<file path="config.mk">
export PLATFORM = sky130hd
export DESIGN_NAME = prog_depth_fifo
export DESIGN_NICKNAME = d
export VERILOG_FILES = /design/src/rtl/pfifo_pkg.sv /design/src/rtl/pfifo_limit.sv /design/src/rtl/pfifo_store.sv /design/src/rtl/pfifo_ctrl.sv /design/src/rtl/prog_depth_fifo.sv
export SDC_FILE = /design/constraint.sdc
export NUM_CORES = 1
export LEC_CHECK = 0
export BUFFER_PORTS_ARGS = -buffer_cell sky130_fd_sc_hd__buf_2
export CAP_MARGIN = 25
export CELL_PAD_IN_SITES_DETAIL_PLACEMENT = 1
export CELL_PAD_IN_SITES_GLOBAL_PLACEMENT = 2
export CORE_MARGIN = 2
export CORE_UTILIZATION = 28
export DETAILED_ROUTE_END_ITERATION = 10
export GPL_ROUTABILITY_DRIVEN = 0
export GPL_TIMING_DRIVEN = 0
export PLACE_DENSITY_LB_ADDON = 0.1
export SYNTH_ARGS = -nofsm -noshare
export SYNTH_HDL_FRONTEND = slang
export SYNTH_SLANG_ARGS = --single-unit
</file>
<file path="constraint.sdc">
create_clock -name clk -period 3.75 [get_ports clk]
set_clock_uncertainty 0.05 [all_clocks]
set_input_delay 0.1875 -clock clk [delete_from_list [all_inputs] [get_ports clk]]
set_output_delay 0.1875 -clock clk [all_outputs]
set_load 0.02 [all_outputs]
</file>
<file path="src/rtl/pfifo_pkg.sv">
package pfifo_pkg;
    localparam int unsigned PF_DATA_W = 9;
    localparam int unsigned PF_ADDR_W = 5;

    // capacity chosen at reset: whole array, or array minus the captured limit
    function automatic int unsigned pick_capacity(int unsigned words, int unsigned lim, logic whole);
        return whole ? words : words - lim;
    endfunction
endpackage

</file>
<file path="src/rtl/pfifo_limit.sv">
module pfifo_limit #(
    parameter int unsigned ADDR_W = pfifo_pkg::PF_ADDR_W
) (
    input  logic              clk,
    input  logic              rst_n,
    input  logic              define_n,
    input  logic [ADDR_W-1:0] din_lo,
    input  logic              full_sel,
    output logic [ADDR_W:0]   cap_o
);
    localparam int unsigned WORDS = 1 << ADDR_W;

    typedef struct packed {
        logic [ADDR_W-1:0] lim;
        logic              def;
        logic [ADDR_W:0]   cap;
    } lim_state_t;

    lim_state_t s_d, s_q;

    always_comb begin
        s_d     = s_q;
        s_d.def = define_n;
        if (s_q.def && !define_n)
            s_d.lim = din_lo;
        if (!rst_n)
            s_d.cap = (ADDR_W+1)'(pfifo_pkg::pick_capacity(WORDS, int'(s_q.lim), full_sel));
    end

    // the limit register survives reset on purpose
    always_ff @(posedge clk) begin
        s_q <= s_d;
    end

    assign cap_o = s_q.cap;

    p_capture_r2: assert property (@(posedge clk) disable iff (!rst_n)
        ($past(define_n) == 1'b1 && s_q.def && !define_n) |=> (s_q.lim == $past(din_lo)));
    p_cap_range_r3: assert property (@(posedge clk) disable iff (!rst_n)
        $past(!rst_n) |-> (s_q.cap >= 1 && s_q.cap <= (ADDR_W+1)'(WORDS)));
    p_lim_kept_r12: assert property (@(posedge clk)
        (!rst_n && !(s_q.def && !define_n)) |=> $stable(s_q.lim));
endmodule

</file>
<file path="src/rtl/pfifo_store.sv">
module pfifo_store #(
    parameter int unsigned DATA_W = pfifo_pkg::PF_DATA_W,
    parameter int unsigned ADDR_W = pfifo_pkg::PF_ADDR_W
) (
    input  logic              clk,
    input  logic              we,
    input  logic [ADDR_W-1:0] waddr,
    input  logic [DATA_W-1:0] wdata,
    input  logic [ADDR_W-1:0] raddr,
    output logic [DATA_W-1:0] rdata
);
    localparam int unsigned WORDS = 1 << ADDR_W;

    logic [DATA_W-1:0] cell_q [WORDS];

    always_ff @(posedge clk) begin
        if (we)
            cell_q[waddr] <= wdata;
    end

    assign rdata = cell_q[raddr];
endmodule

</file>
<file path="src/rtl/pfifo_ctrl.sv">
module pfifo_ctrl #(
    parameter int unsigned DATA_W = pfifo_pkg::PF_DATA_W,
    parameter int unsigned ADDR_W = pfifo_pkg::PF_ADDR_W
) (
    input  logic              clk,
    input  logic              rst_n,
    input  logic              load,
    input  logic              unload,
    input  logic [DATA_W-1:0] din,
    input  logic [ADDR_W:0]   cap_i,
    input  logic [DATA_W-1:0] next_word_i,
    output logic              we_o,
    output logic [ADDR_W-1:0] waddr_o,
    output logic [ADDR_W-1:0] naddr_o,
    output logic [DATA_W-1:0] dout,
    output logic              full_n,
    output logic              empty_n
);
    typedef struct packed {
        logic [ADDR_W-1:0] wr;
        logic [ADDR_W-1:0] rd;
        logic [ADDR_W:0]   cnt;
        logic [DATA_W-1:0] head;
        logic              full_n;
        logic              empty_n;
    } ctl_state_t;

    ctl_state_t s_d, s_q;
    logic       wr_ok, rd_ok;

    always_comb begin
        wr_ok = load && (s_q.cnt != cap_i);
        rd_ok = unload && (s_q.cnt != '0);
        s_d   = s_q;
        if (wr_ok) s_d.wr = s_q.wr + 1'b1;
        if (rd_ok) s_d.rd = s_q.rd + 1'b1;
        unique case ({wr_ok, rd_ok})
            2'b10:   s_d.cnt = s_q.cnt + 1'b1;
            2'b01:   s_d.cnt = s_q.cnt - 1'b1;
            default: s_d.cnt = s_q.cnt;
        endcase
        // fall-through head word
        if (rd_ok) begin
            if (s_q.cnt >= 2)  s_d.head = next_word_i;
            else if (wr_ok)    s_d.head = din;
        end else if (wr_ok && s_q.cnt == '0) begin
            s_d.head = din;
        end
        s_d.full_n  = (s_d.cnt != cap_i);
        s_d.empty_n = (s_d.cnt != '0);
        if (!rst_n) begin
            s_d.wr      = '0;
            s_d.rd      = '0;
            s_d.cnt     = '0;
            s_d.full_n  = 1'b1;
            s_d.empty_n = 1'b0;
        end
    end

    always_ff @(posedge clk) begin
        s_q <= s_d;
    end

    assign we_o    = wr_ok;
    assign waddr_o = s_q.wr;
    assign naddr_o = s_q.rd + 1'b1;
    assign dout    = s_q.head;
    assign full_n  = s_q.full_n;
    assign empty_n = s_q.empty_n;

    p_reset_flags_r1: assert property (@(posedge clk)
        !rst_n |=> (!empty_n && full_n));
    p_no_overflow_r4: assert property (@(posedge clk) disable iff (!rst_n)
        $past(rst_n) |-> (s_q.cnt <= cap_i));
    p_flags_exclusive_r5: assert property (@(posedge clk) disable iff (!rst_n)
        !(!full_n && !empty_n));
    p_full_drop_r6: assert property (@(posedge clk) disable iff (!rst_n)
        (!full_n && load && !unload) |=> ($stable(s_q.wr) && $stable(s_q.cnt)));
    p_empty_idle_r7: assert property (@(posedge clk) disable iff (!rst_n)
        (!empty_n && unload && !load) |=> ($stable(s_q.rd) && $stable(dout) && !empty_n));
    p_fall_through_r8: assert property (@(posedge clk) disable iff (!rst_n)
        (!empty_n && load) |=> (empty_n && dout == $past(din)));
    p_swap_count_r10: assert property (@(posedge clk) disable iff (!rst_n)
        (load && unload && empty_n && full_n) |=> $stable(s_q.cnt));
endmodule

</file>
<file path="src/rtl/prog_depth_fifo.sv">
module prog_depth_fifo (
    input  logic       clk,
    input  logic       rst_n,
    input  logic       load,
    input  logic       unload,
    input  logic       define_n,
    input  logic       full_sel,
    input  logic [8:0] din,
    output logic [8:0] dout,
    output logic       full_n,
    output logic       empty_n
);
    localparam int unsigned DATA_W = pfifo_pkg::PF_DATA_W;
    localparam int unsigned ADDR_W = pfifo_pkg::PF_ADDR_W;

    logic [ADDR_W:0]   cap;
    logic              we;
    logic [ADDR_W-1:0] waddr, naddr;
    logic [DATA_W-1:0] next_word;

    pfifo_limit #(.ADDR_W(ADDR_W)) limit_i (
        .clk(clk), .rst_n(rst_n), .define_n(define_n),
        .din_lo(din[ADDR_W-1:0]), .full_sel(full_sel), .cap_o(cap)
    );

    pfifo_store #(.DATA_W(DATA_W), .ADDR_W(ADDR_W)) store_i (
        .clk(clk), .we(we), .waddr(waddr), .wdata(din),
        .raddr(naddr), .rdata(next_word)
    );

    pfifo_ctrl #(.DATA_W(DATA_W), .ADDR_W(ADDR_W)) ctrl_i (
        .clk(clk), .rst_n(rst_n), .load(load), .unload(unload), .din(din),
        .cap_i(cap), .next_word_i(next_word), .we_o(we), .waddr_o(waddr),
        .naddr_o(naddr), .dout(dout), .full_n(full_n), .empty_n(empty_n)
    );
endmodule

</file>
==> summary.md, run 1 <==
| Metric | Value |
|---|---|
| Max cap viols | 0 |
| Nets | 866 |
| Std-Cell Rows | 79 |
| Worst vdd ir | 352 µV |
| Pwr dens | 675 mW/mm² |
| Crit Reg-Reg Endpoint | ctrl_i.full_n |
| Slew Viols, Final | 0 |
| Ys Warns | 0 |
| Top post-synthesis cells by count | edfxtp_1 (308), nand2_1 (94), mux4_2 (72) |
| Post-Synthesis Cells | 770 |
| Synth Register Bits | 327 |
| Req. time, crit path | 4.11 ns |
| DP Worst Slack | -0.240 ns |
| Final cycle utilization of the critical path | 95.5% |
| Most numerous cell in the Yosys netlist | edfxtp_1 |
| Worst hold endpoint | store_i.cell_q[25][7] |
| Port bufs | 25 |
| Via-per-instance ratio | 4.69 |
| Avg Cell Area, Syn | 17.2 µm² |
| Diode count | 0 |
| Clock buffer depth | 3 |
| Top-area cell type share of the netlist area | 69.6% |
| CTS tree | done |
| Synth Flop Type | edfxtp_1 |
| Die Y | 222 µm |
| Total Wirelength | 36,400 µm |
| Setup repair after global routing missed its margin | false |
| Crit path launch | ctrl_i.s_q[12] |
| Hold Path Class | in2reg |
| Number of global-route vias before repair | 7,781 |
| Skew-Pair Late Insertion Delay | 0.54 ns |
| DR vias | 6,926 |
| GR Util All Layers | 15.3% |
| Fin cells | 1,478 |
| DRC | 0 |
| Number of enable flip-flop cells after synthesis | 308 |
| Fmax | 0.279 GHz |
| Setup TNS | 0 ns |
| Core area | 0.0467 mm² |
| Dpl cells | 1,402 |
| Hold Crit Start | din[7] |
| Reg clk slew, reported paths | 0.06 ns |
| Initial DRC Count | 385 |
| Critical path class | reg2reg |
| Async S/R FF share, synth | 0% |
| Fin area | 0.0156 mm² |
| Crit. End Element | register |
| Pleak | 5.01 nW |
| Status | complete, no violations |
| Die area | 0.0492 mm² |
| Crit-path max FO | 10 |
| DR pass1 iterations | 6 |
| Reg2Reg Launch Point | ctrl_i.s_q[12] |
| Reg2Reg Setup Slack | 0.17 ns |
| Mapped cell area | 0.0133 mm² |
| Worst R2R Path Depth | 14 |
| Final hold violation count | 0 |
| Synth-to-layout area growth | 17.5% |
| Minimum clock period | 3.58 ns |
| Placement Cell Area | 0.0142 mm² |
| Post-synth top area cell | edfxtp_1 |
| Largest net degree at the start of global routing | 35 |
| Yosys cell types | 47 |
| CTS Root Cell | clkbuf_16 |
| Initial core utilization | 28.5% |
| Clock sinks | 327 |
| Initial antenna violation count | 0 |
| Fin util | 33.5% |
| Final setup violation count | 0 |
| Routed WL per cell | 24.7 µm |
| Htree depth | 2 |
| Startpoint types | register |
| Fraction of layout cells with a size suffix above 1 | 23.7% |
| Io pins | 26 |
| Detailed placement HPWL | 23,400 µm |
| First-pass GRT wire length | 54,000 µm |
| Aggregate global routing overflow | 0 |
| Post-route ant nets | 0 |
| Area contributors post-synth | edfxtp_1 (70%), mux4_2 (12%), dfxtp_1 (2.9%), nand2_1 (2.7%), nor2_1 (1.6%) |
| Die width | 222 µm |
| Setup ws final | 0.168 ns |
| Critical Path AT | 3.94 ns |
| Sequential fraction of the synthesis area | 72.5% |
| CTS Buf Count | 39 |
| Synth Net Count | 794 |
| Worst slew margin | 34.3% |
| Worst Tran Pin Value | 0.982 ns |
| Worst Hold Depth | 1 |
==> per-stage QoR <==
step	hold WS [ns]	power, mW
after CTS	0.167	10.7
after detailed placement	0.262	6.69
final	0.182	10.5
after global routing	0.207	11.0
after global placement	0.262	6.65
after floorplan	0.165	5.87
==> cells by family after synthesis <==
logic type / synth area share (%)
and+or+nand+nor: 8.26
xor gates and xnor gates: 2.10
adders and majority gates: 0.848
muxes: 12.4
DFF: 72.5
buffers and inverters: 2.25
AOI/OAI and AO/OA: 1.68
==> flip-flops by register name, summed over array words and instances (netlist names) <==
name            count
store_i.cell_q    288
ctrl_i.s_q         11
ctrl_i.dout         9
limit_i.cap_o       6
limit_i.s_q         6
ctrl_i.waddr_o      5
ctrl_i.empty_n      1
ctrl_i.full_n       1
==> power by group <==
| part | switching (mW) | internal, mW |
|---|---|---|
| sequential | 0.107 | 4.17 |
| combinational | 1.36 | 1.03 |
| clock | 1.47 | 2.40 |
==> routing by layer <==
metal	vias to the layer above	wire, µm	GRT usage [%]
met3	53	1750	2.37
li1	3118	-	-
met2	131	17700	25.4
met5	-	0	0
met1	3624	16000	20.1
met4	0	1080	5.80
==> cell type report <==
| cell class | count | area, µm² |
|---|---|---|
| Clock buffer | 48 | 1050 |
| Tap cell | 607 | 759 |
| Clock inverter | 22 | 253 |
| Multi-Input combinational cell | 387 | 3430 |
| Fill cell | 4760 | 31000 |
| Inverter | 6 | 22.5 |
| Buffer | 49 | 275 |
| Timing Repair Buffer | 32 | 185 |
| Sequential cell | 327 | 9630 |
==> critical path: stages, from the launching register on <==
cell and delay [ns]:
dfxtp_1 0.32, buf_6 0.15, or4b_4 0.56, o21a_1 0.18
buf_2 0.18, ha_4 0.19, buf_6 0.14, xor2_2 0.12
ha_2 0.21, a21oi_1 0.06, or3b_2 0.48, a31oi_4 0.17
xnor2_2 0.15, xnor2_1 0.08, or4_1 0.41
==> worst max path at each step <==
stage / endpoint / slack, ns / cells after the start
3_3_place_gp: ctrl_i.full_n / -0.24 / 15
4_1_cts: ctrl_i.full_n / 0.03 / 14
6_report: ctrl_i.full_n / 0.17 / 14
2_1_floorplan: ctrl_i.full_n / 0.16 / 15
3_5_place_dp: ctrl_i.full_n / -0.24 / 15
5_1_grt: ctrl_i.full_n / 0.02 / 16
==> placed cells by master (no fill, tap or decap), drive strengths merged, types with 2 or more instances in the layout <==
cell type    netlist  routed
nand2             94      94
bufinv             0       6
a21o               2       2
ha                 9       9
or3b               5       5
nand2b             4       4
and3               2       2
clkinv             0      15
mux2i              2       2
buf               35      63
nor2              58      58
inv                6       6
clkbuf            15      63
nand4             15      15
nand3             40      40
xnor2             19      19
dfxtp             19      19
and4b              2       2
a21oi              8       8
nor3               2       2
dlygate4sd3        0       3
xor2              12      12
a31oi              2       2
nand3b             5       5
mux4              72      72
o21a               4       4
nor2b              3       3
edfxtp           308     308
o21ai             13      13
==> timing repair <==
| item | 4_1_cts | 5_1_grt |
|---|---|---|
| pin swaps | 3 | 2 |
| hold buffers | 3 | 0 |
| buffers inserted | 3 | 0 |
| setup endpoints to repair | 2 | 2 |
| endpoints found under the hold margin | 15 | 0 |
| resized for setup | 5 | 10 |
(Power assumes the default switching activity.)
==> run 2, diff against run 1 <==
- ABC_AREA: default -> 1
==> run 2 against run 1 <==
  * Final cell count rose by 32%
  * Register-to-register slack gained 0.21 ns
  * Critical path depth rose by 7
  * Total power grew 22%
  * Non-clock buffer count grew 46
  * Synthesized cell count increased by 56%
  * Largest power group is now combinational cells
  * Wire length grew 29%
  * Combinational power up 110%
  * Synthesized area is 3.4% higher
==> summary.md, run 2 <==
| Metric | Value |
|---|---|
| First-pass GRT wire length | 67,400 µm |
| Setup repair after global routing missed its margin | false |
| Synth Flop Type | edfxtp_1 |
| Total Wirelength | 46,900 µm |
| Final setup violation count | 0 |
| Number of enable flip-flop cells after synthesis | 308 |
| Avg Cell Area, Syn | 11.4 µm² |
| Io pins | 26 |
| Max incr delay on CP | 0.33 ns |
| Routed WL per cell | 24.1 µm |
| Status | complete, no violations |
| Std-Cell Rows | 81 |
| Clock sinks | 327 |
| Hold Path Class | in2reg |
| Synth Net Count | 1,225 |
| Crit Reg-Reg Endpoint | ctrl_i.full_n |
| Port bufs | 25 |
| Cell at the slowest stage of the critical path | dfxtp_1 |
| Detailed placement HPWL | 32,400 µm |
| Startpoint types | register |
| Via-per-instance ratio | 4.87 |
| Initial antenna violation count | 0 |
| Async S/R FF share, synth | 0% |
| Final cycle utilization of the critical path | 89.8% |
| Synth-to-layout area growth | 17.7% |
| Die area | 0.0508 mm² |
| CP dominant cell by count | nand2_1 |
| Most numerous cell in the Yosys netlist | edfxtp_1 |
| Biggest register | store_i.cell_q |
| Final hold violation count | 0 |
| Worst slew margin | 34.8% |
| Worst hold slack | 0.138 ns |
| Synth Register Bits | 327 |
| Area taken by multi-input logic gates | 0.00359 mm² |
| Skew-Pair Late Insertion Delay | 0.55 ns |
| Slew Viols, Final | 0 |
| Top post-synthesis cells by count | edfxtp_1 (308), nor2_1 (229), nand2_1 (149) |
| Reg area | 0.00963 mm² |
| Die width | 225 µm |
| Pleak | 5.60 nW |
| Power Total | 12.8 mW |
| Worst hold endpoint | ctrl_i.full_n |
| DR pass1 iterations | 4 |
| Sequential fraction of the synthesis area | 70.1% |
| Most common cell after layout, fill and taps aside | edfxtp_1 |
| Cell-by-cell listing of the critical path | inv_1, nand2_1, nor4_2, nand2_1, nand2_1, clkinvlp_4, ha_4, nor2_1, nor2_1, ha_1, inv_1, o21ai_1, inv_1, nand2_1, nand3_1, nor2_1, nand2_1, nor2_1, nand3_1, nor2_1, nand2_1 |
| Worst Tran Pin Value | 0.974 ns |
| Crit. End Element | register |
| Largest register FFs | 288 |
| Core area | 0.0486 mm² |
| Req. time, crit path | 4.13 ns |
| DRC | 0 |
| DP Worst Slack | -0.192 ns |
| Commonest non-fill, non-tap cells in the layout | edfxtp_1 (308), nor2_1 (229), nand2_1 (149) |
| Die Y | 225 µm |
| Number of global-route vias before repair | 9,683 |
| Critical path class | reg2reg |
| Nets | 1,322 |
| Post-synth top area cell | edfxtp_1 |
| Pwr dens | 795 mW/mm² |
| Reg clk slew, reported paths | 0.06 ns |
| Yosys cell types | 29 |
| Setup ws final | 0.382 ns |
| GR Util All Layers | 18.8% |
| CTS Root Cell | clkbuf_16 |
| Mapped cell area | 0.0137 mm² |
| Htree depth | 2 |
| Worst vdd ir | 285 µV |
| Worst Hold Depth | 8 |
| Largest net degree at the start of global routing | 35 |
| Fmax | 0.297 GHz |
| Hold Crit Start | rst_n |
| Initial core utilization | 28.2% |
| DR vias | 9,490 |
| Aggregate global routing overflow | 0 |
| Area contributors post-synth | edfxtp_1 (67%), nor2_1 (6.3%), nand3_1 (5.0%), o21ai_0 (4.6%), nand2_1 (4.1%) |
| Max cap viols | 0 |
| Fraction of layout cells with a size suffix above 1 | 11.4% |
| Worst R2R Path Depth | 21 |
| Clock buffer depth | 3 |
| Ys Warns | 0 |
| Reg2Reg Setup Slack | 0.38 ns |
| CTS Buf Count | 40 |
| Critical Path AT | 3.75 ns |
| Initial DRC Count | 502 |
| CTS tree | done |
| # fillers | 5,293 |
| Top-area cell type share of the netlist area | 67.4% |
| Post-route ant nets | 0 |
| Post-Synthesis Cells | 1,201 |
| Reg2Reg Launch Point | ctrl_i.s_q[15] |
| Minimum clock period | 3.37 ns |
| Crit-path max FO | 10 |
run 2: changes by cell type after synthesis, sizes merged, moves of 16 or more:
cell    before  now
o211ai       0   54
nor2        58  229
nand2       94  149
mux4        72    0
inv          6   51
xnor2       19    3
o21ai       13  135
nand3       40  138
run 2: cells by family (layout without fill, tap and decap cells):
| kind of cell | count (synthesis) | in the layout | synth area share [%] |
|---|---|---|---|
| xor+xnor | 7 | 7 | 0.638 |
| simple gates | 525 | 525 | 15.8 |
| compound gates | 206 | 206 | 8.57 |
| other cells | 0 | 1 | 0 |
| flops | 327 | 327 | 70.1 |
| buf+inv | 127 | 252 | 4.06 |
| fa+ha+maj | 9 | 9 | 0.820 |
run 2: per-stage QoR:
step | instances | instance area [µm²] | TNS [ns] | utilization [%]
3_5_place_dp | 1867 | 14800 | -0.192 | 30.5
6_report | 1949 | 16200 | 0 | 33.2
4_1_cts | 1942 | 16100 | 0 | 33.1
3_3_place_gp | 1848 | 14600 | -0.209 | 30.1
2_1_floorplan | 1201 | 13700 | 0 | -
5_1_grt | 1948 | 16200 | 0 | 33.2
run 2: critical path, delay by kind of cell, from the launching register on:
kind | cells | cell delay [ns]
and+or+nand+nor | 14 | 1.57
buffers and inverters | 4 | 0.56
adders and majority gates | 2 | 0.54
DFF | 1 | 0.33
AOI/OAI and AO/OA | 1 | 0.19
run 2: worst max path at each step:
stage | startpoint | to | slack (ns) | cells after the start
final | ctrl_i.s_q[15] | ctrl_i.full_n | 0.38 | 21
after global routing | ctrl_i.s_q[15] | ctrl_i.full_n | 0.005 | 21
after CTS | limit_i.cap_o[3] | ctrl_i.full_n | 0.02 | 22
after detailed placement | ctrl_i.s_q[15] | ctrl_i.full_n | -0.19 | 21
after global placement | ctrl_i.s_q[15] | ctrl_i.full_n | -0.21 | 21
after floorplan | limit_i.cap_o[5] | ctrl_i.full_n | 0.89 | 22
run 2: layout make-up:
cell class,instances,share of cell area [%]
sequential,327,59.6
multi-input combinational,747,22.2
clock buffer,54,6.65
antenna,1,0.0155
clock inverter,16,0.759
timing repair buffer,55,2.46
buffer,72,2.18
tap,622,4.82
inverter,55,1.30
run 2: metal layers:
| layer | vias to the layer above | part of all wire (%) | wire length (µm) | GRT usage, % |
|---|---|---|---|---|
| met2 | 145 | 48 | 22500 | 31.5 |
| met1 | 4838 | 47 | 22000 | 25.7 |
| met4 | 0 | 2.2 | 1050 | 4.98 |
| met3 | 55 | 3.0 | 1390 | 2.56 |
| li1 | 4452 | - | - | - |
| met5 | - | 0 | 0 | 0 |
run 2: what timing repair did:
| action | in CTS | in global routing |
|---|---|---|
| hold endpoints to repair | 14 | 0 |
| resized for setup | 2 | 6 |
| endpoints found under the setup margin | 1 | 2 |
| pin swaps | 1 | 0 |
| buffers inserted | 1 | 0 |
| hold buffers | 4 | 0 |
run 2: power breakdown:
part / internal, mW / switching, mW / leakage, nW
logic: 1.35 / 3.57 / 2.07
clock network: 2.14 / 1.50 / 0.580
registers: 4.18 / 0.104 / 2.95
total: 7.67 / 5.17 / 5.60
==> run 3, diff against run 2 <==
--- a/config.mk
+++ b/config.mk
@@ -12,3 +12,2 @@
 export CELL_PAD_IN_SITES_GLOBAL_PLACEMENT = 2
-export CORE_MARGIN = 2
 export CORE_UTILIZATION = 28
--- a/constraint.sdc
+++ b/constraint.sdc
@@ -4,2 +4,2 @@
 set_output_delay 0.1875 -clock clk [all_outputs]
-set_load 0.02 [all_outputs]
+set_load 0.05 [all_outputs]
==> run 3 against run 2 <==
  * Sequential power about the same
  * Register-to-register slack improved by 0.13 ns
  * Die area decreased by 1.8%
  * Via count decreased by 0.77%
  * Critical path depth unchanged
  * Combinational power increased by 2%
  * Worst hold slack improved by 0.027 ns
  * Total power increased by 1.4%
  * Highest routed layer unchanged
  * Maximum frequency increased by 3.9%
  * Clock power increased by 1%
  * Global-route usage increased by 0.23 points
==> summary.md, run 3 (synthesis results as in run 2) <==
| Metric | Value |
|---|---|
| Aggregate global routing overflow | 0 |
| Initial core utilization | 28.6% |
| GR Util All Layers | 19.1% |
| Total Wirelength | 46,700 µm |
| Critical path endpoint | ctrl_i.full_n |
| Fin cells | 1,931 |
| Die width | 223 µm |
| Clock sinks | 327 |
| Worst R2R Path Depth | 21 |
| Initial antenna violation count | 0 |
| Largest register FFs | 288 |
| Minimum clock period | 3.24 ns |
| Pleak | 5.58 nW |
| # fillers | 5,265 |
| DRC | 0 |
| Cell-by-cell listing of the critical path | inv_1, nand2_1, nor4_4, nand2_1, nand2_1, clkinvlp_4, ha_4, nor2_1, nor2_1, ha_1, inv_1, o21ai_2, inv_1, nand2_1, nand3_1, nor2_1, nand2_1, nor2_1, nand3_1, nor2_1, nand2_1 |
| Largest net degree at the start of global routing | 35 |
| DR vias | 9,417 |
| Pwr dens | 808 mW/mm² |
| Critical path class | reg2reg |
| CTS tree | done |
| Htree depth | 2 |
| Worst Path Buf+Inv | 4 |
| Crit-path max FO | 10 |
| Largest delay share family, worst path | simple AND/OR/NAND/NOR gates |
| Startpoint types | register |
| CTS Root Cell | clkbuf_16 |
| Met3 Use GR | 2.91% |
| Dpl cells | 1,855 |
| Fraction of layout cells with a size suffix above 1 | 11.5% |
| Worst vdd ir | 309 µV |
| Io pins | 26 |
| Final cycle utilization of the critical path | 86.4% |
| Cell at the slowest stage of the critical path | dfxtp_1 |
| Std-Cell Rows | 80 |
| Fin util | 33.5% |
| Layer with the highest usage | met2 |
| Number of global-route vias before repair | 9,494 |
| Hold Path Class | in2reg |
| Max incr delay on CP | 0.34 ns |
| First-pass GRT wire length | 67,700 µm |
| Crit path launch | ctrl_i.s_q[15] |
| Fmax | 0.309 GHz |
| Die Y | 223 µm |
| Worst Tran Pin Value | 1.04 ns |
| Reg clk slew, reported paths | 0.06 ns |
| Critical Path AT | 3.61 ns |
| Worst slew margin | 30.5% |
| Crit Reg-Reg Endpoint | ctrl_i.full_n |
| Post-route ant nets | 0 |
| Crit. End Element | register |
| Initial DRC Count | 456 |
| Max cap viols | 0 |
| Die area | 0.0499 mm² |
| Synth-to-layout area growth | 17.4% |
| Diode count | 0 |
| Final setup violation count | 0 |
| Met1 usage | 25.7% |
| Clock buffer depth | 3 |
| Setup repair after global routing missed its margin | false |
| CTS Buf Count | 40 |
| Power Total | 13.0 mW |
| Port bufs | 25 |
| Met2 Resource Use GR | 32.3% |
| Most common cell after layout, fill and taps aside | edfxtp_1 |
| Routed WL per cell | 24.2 µm |
| Core area | 0.0480 mm² |
| Commonest non-fill, non-tap cells in the layout | edfxtp_1 (308), nor2_1 (229), nand2_1 (149) |
| Reg2Reg Launch Point | ctrl_i.s_q[15] |
| Via-per-instance ratio | 4.88 |
| Final hold violation count | 0 |
| Biggest register | store_i.cell_q |
| Reg2Reg Setup Slack | 0.51 ns |
| Req. time, crit path | 4.12 ns |
| DR pass1 iterations | 4 |
| Status | complete, no violations |
| Skew-Pair Late Insertion Delay | 0.55 ns |
| Nets | 1,315 |
| Slew Viols, Final | 0 |
| Detailed placement HPWL | 32,400 µm |
| CP dominant cell by count | nand2_1 |
| Levels on crit path | 21 |
## run 3: final cells by class
| class | count | area, µm² | area share, % |
|---|---|---|---|
| Clock buffer | 44 | 1040 | 6.44 |
| Timing Repair Buffer | 48 | 334 | 2.07 |
| Tap cell | 615 | 769 | 4.77 |
| Inverter | 55 | 210 | 1.30 |
| Sequential cell | 327 | 9630 | 59.8 |
| Clock inverter | 23 | 180 | 1.12 |
| Buffer | 72 | 353 | 2.19 |
| Multi-Input combinational cell | 747 | 3600 | 22.4 |
## run 3: worst reg2reg max path, stage by stage (launching register included)
cell and delay [ns]:
dfxtp_1 0.34, inv_1 0.14, nand2_1 0.13, nor4_4 0.23, nand2_1 0.12, nand2_1 0.18
clkinvlp_4 0.29, ha_4 0.28, nor2_1 0.09, nor2_1 0.07, ha_1 0.27, inv_1 0.05
o21ai_2 0.15, inv_1 0.07, nand2_1 0.06, nand3_1 0.06, nor2_1 0.10, nand2_1 0.07
nor2_1 0.10, nand3_1 0.11, nor2_1 0.10, nand2_1 0.07
## run 3: worst min-delay path by stage
| stage | from | cells after the start | endpoint | slack [ns] |
|---|---|---|---|---|
| 2_1_floorplan | define_n | 0 | limit_i.s_q[6] | 0.17 |
| 3_3_place_gp | define_n | 1 | limit_i.s_q[6] | 0.26 |
| 3_5_place_dp | define_n | 1 | limit_i.s_q[6] | 0.26 |
| 4_1_cts | rst_n | 8 | ctrl_i.full_n | 0.13 |
| 5_1_grt | din[1] | 1 | store_i.cell_q[17][1] | 0.19 |
| 6_report | rst_n | 8 | ctrl_i.full_n | 0.17 |
## run 3: through the flow
stage	hold slack [ns]	TNS (ns)	instance area, µm²	setup slack, ns
2_1_floorplan	0.165	0	13700	0.892
3_3_place_gp	0.257	-0.193	14600	-0.193
3_5_place_dp	0.259	-0.151	14800	-0.151
4_1_cts	0.131	0	16000	0.0794
5_1_grt	0.190	0	16100	0.0460
6_report	0.165	0	16100	0.509
## run 3: report_power, final
part / switching [mW] / total [mW] / leakage (nW) / internal (mW)
clock network: 1.51 / 3.68 / 0.594 / 2.18
logic: 3.68 / 5.04 / 2.04 / 1.35
registers: 0.109 / 4.29 / 2.95 / 4.18
total: 5.30 / 13.0 / 5.58 / 7.72
## run 3: repair_timing
| item | CTS | global route |
|---|---|---|
| pin swaps | 1 | 2 |
| hold buffers | 4 | 0 |
| hold endpoints to repair | 13 | 0 |
| setup endpoints to repair | 1 | 2 |
| buffers inserted | 1 | 0 |
| resized for setup | 3 | 7 |
## run 3: per-layer routing
| metal | part of all wire [%] | vias up |
|---|---|---|
| met2 | 49 | 148 |
| li1 | - | 4449 |
| met1 | 46 | 4767 |
| met4 | 1.6 | 0 |
| met3 | 3.2 | 53 |
| met5 | 0 | - |
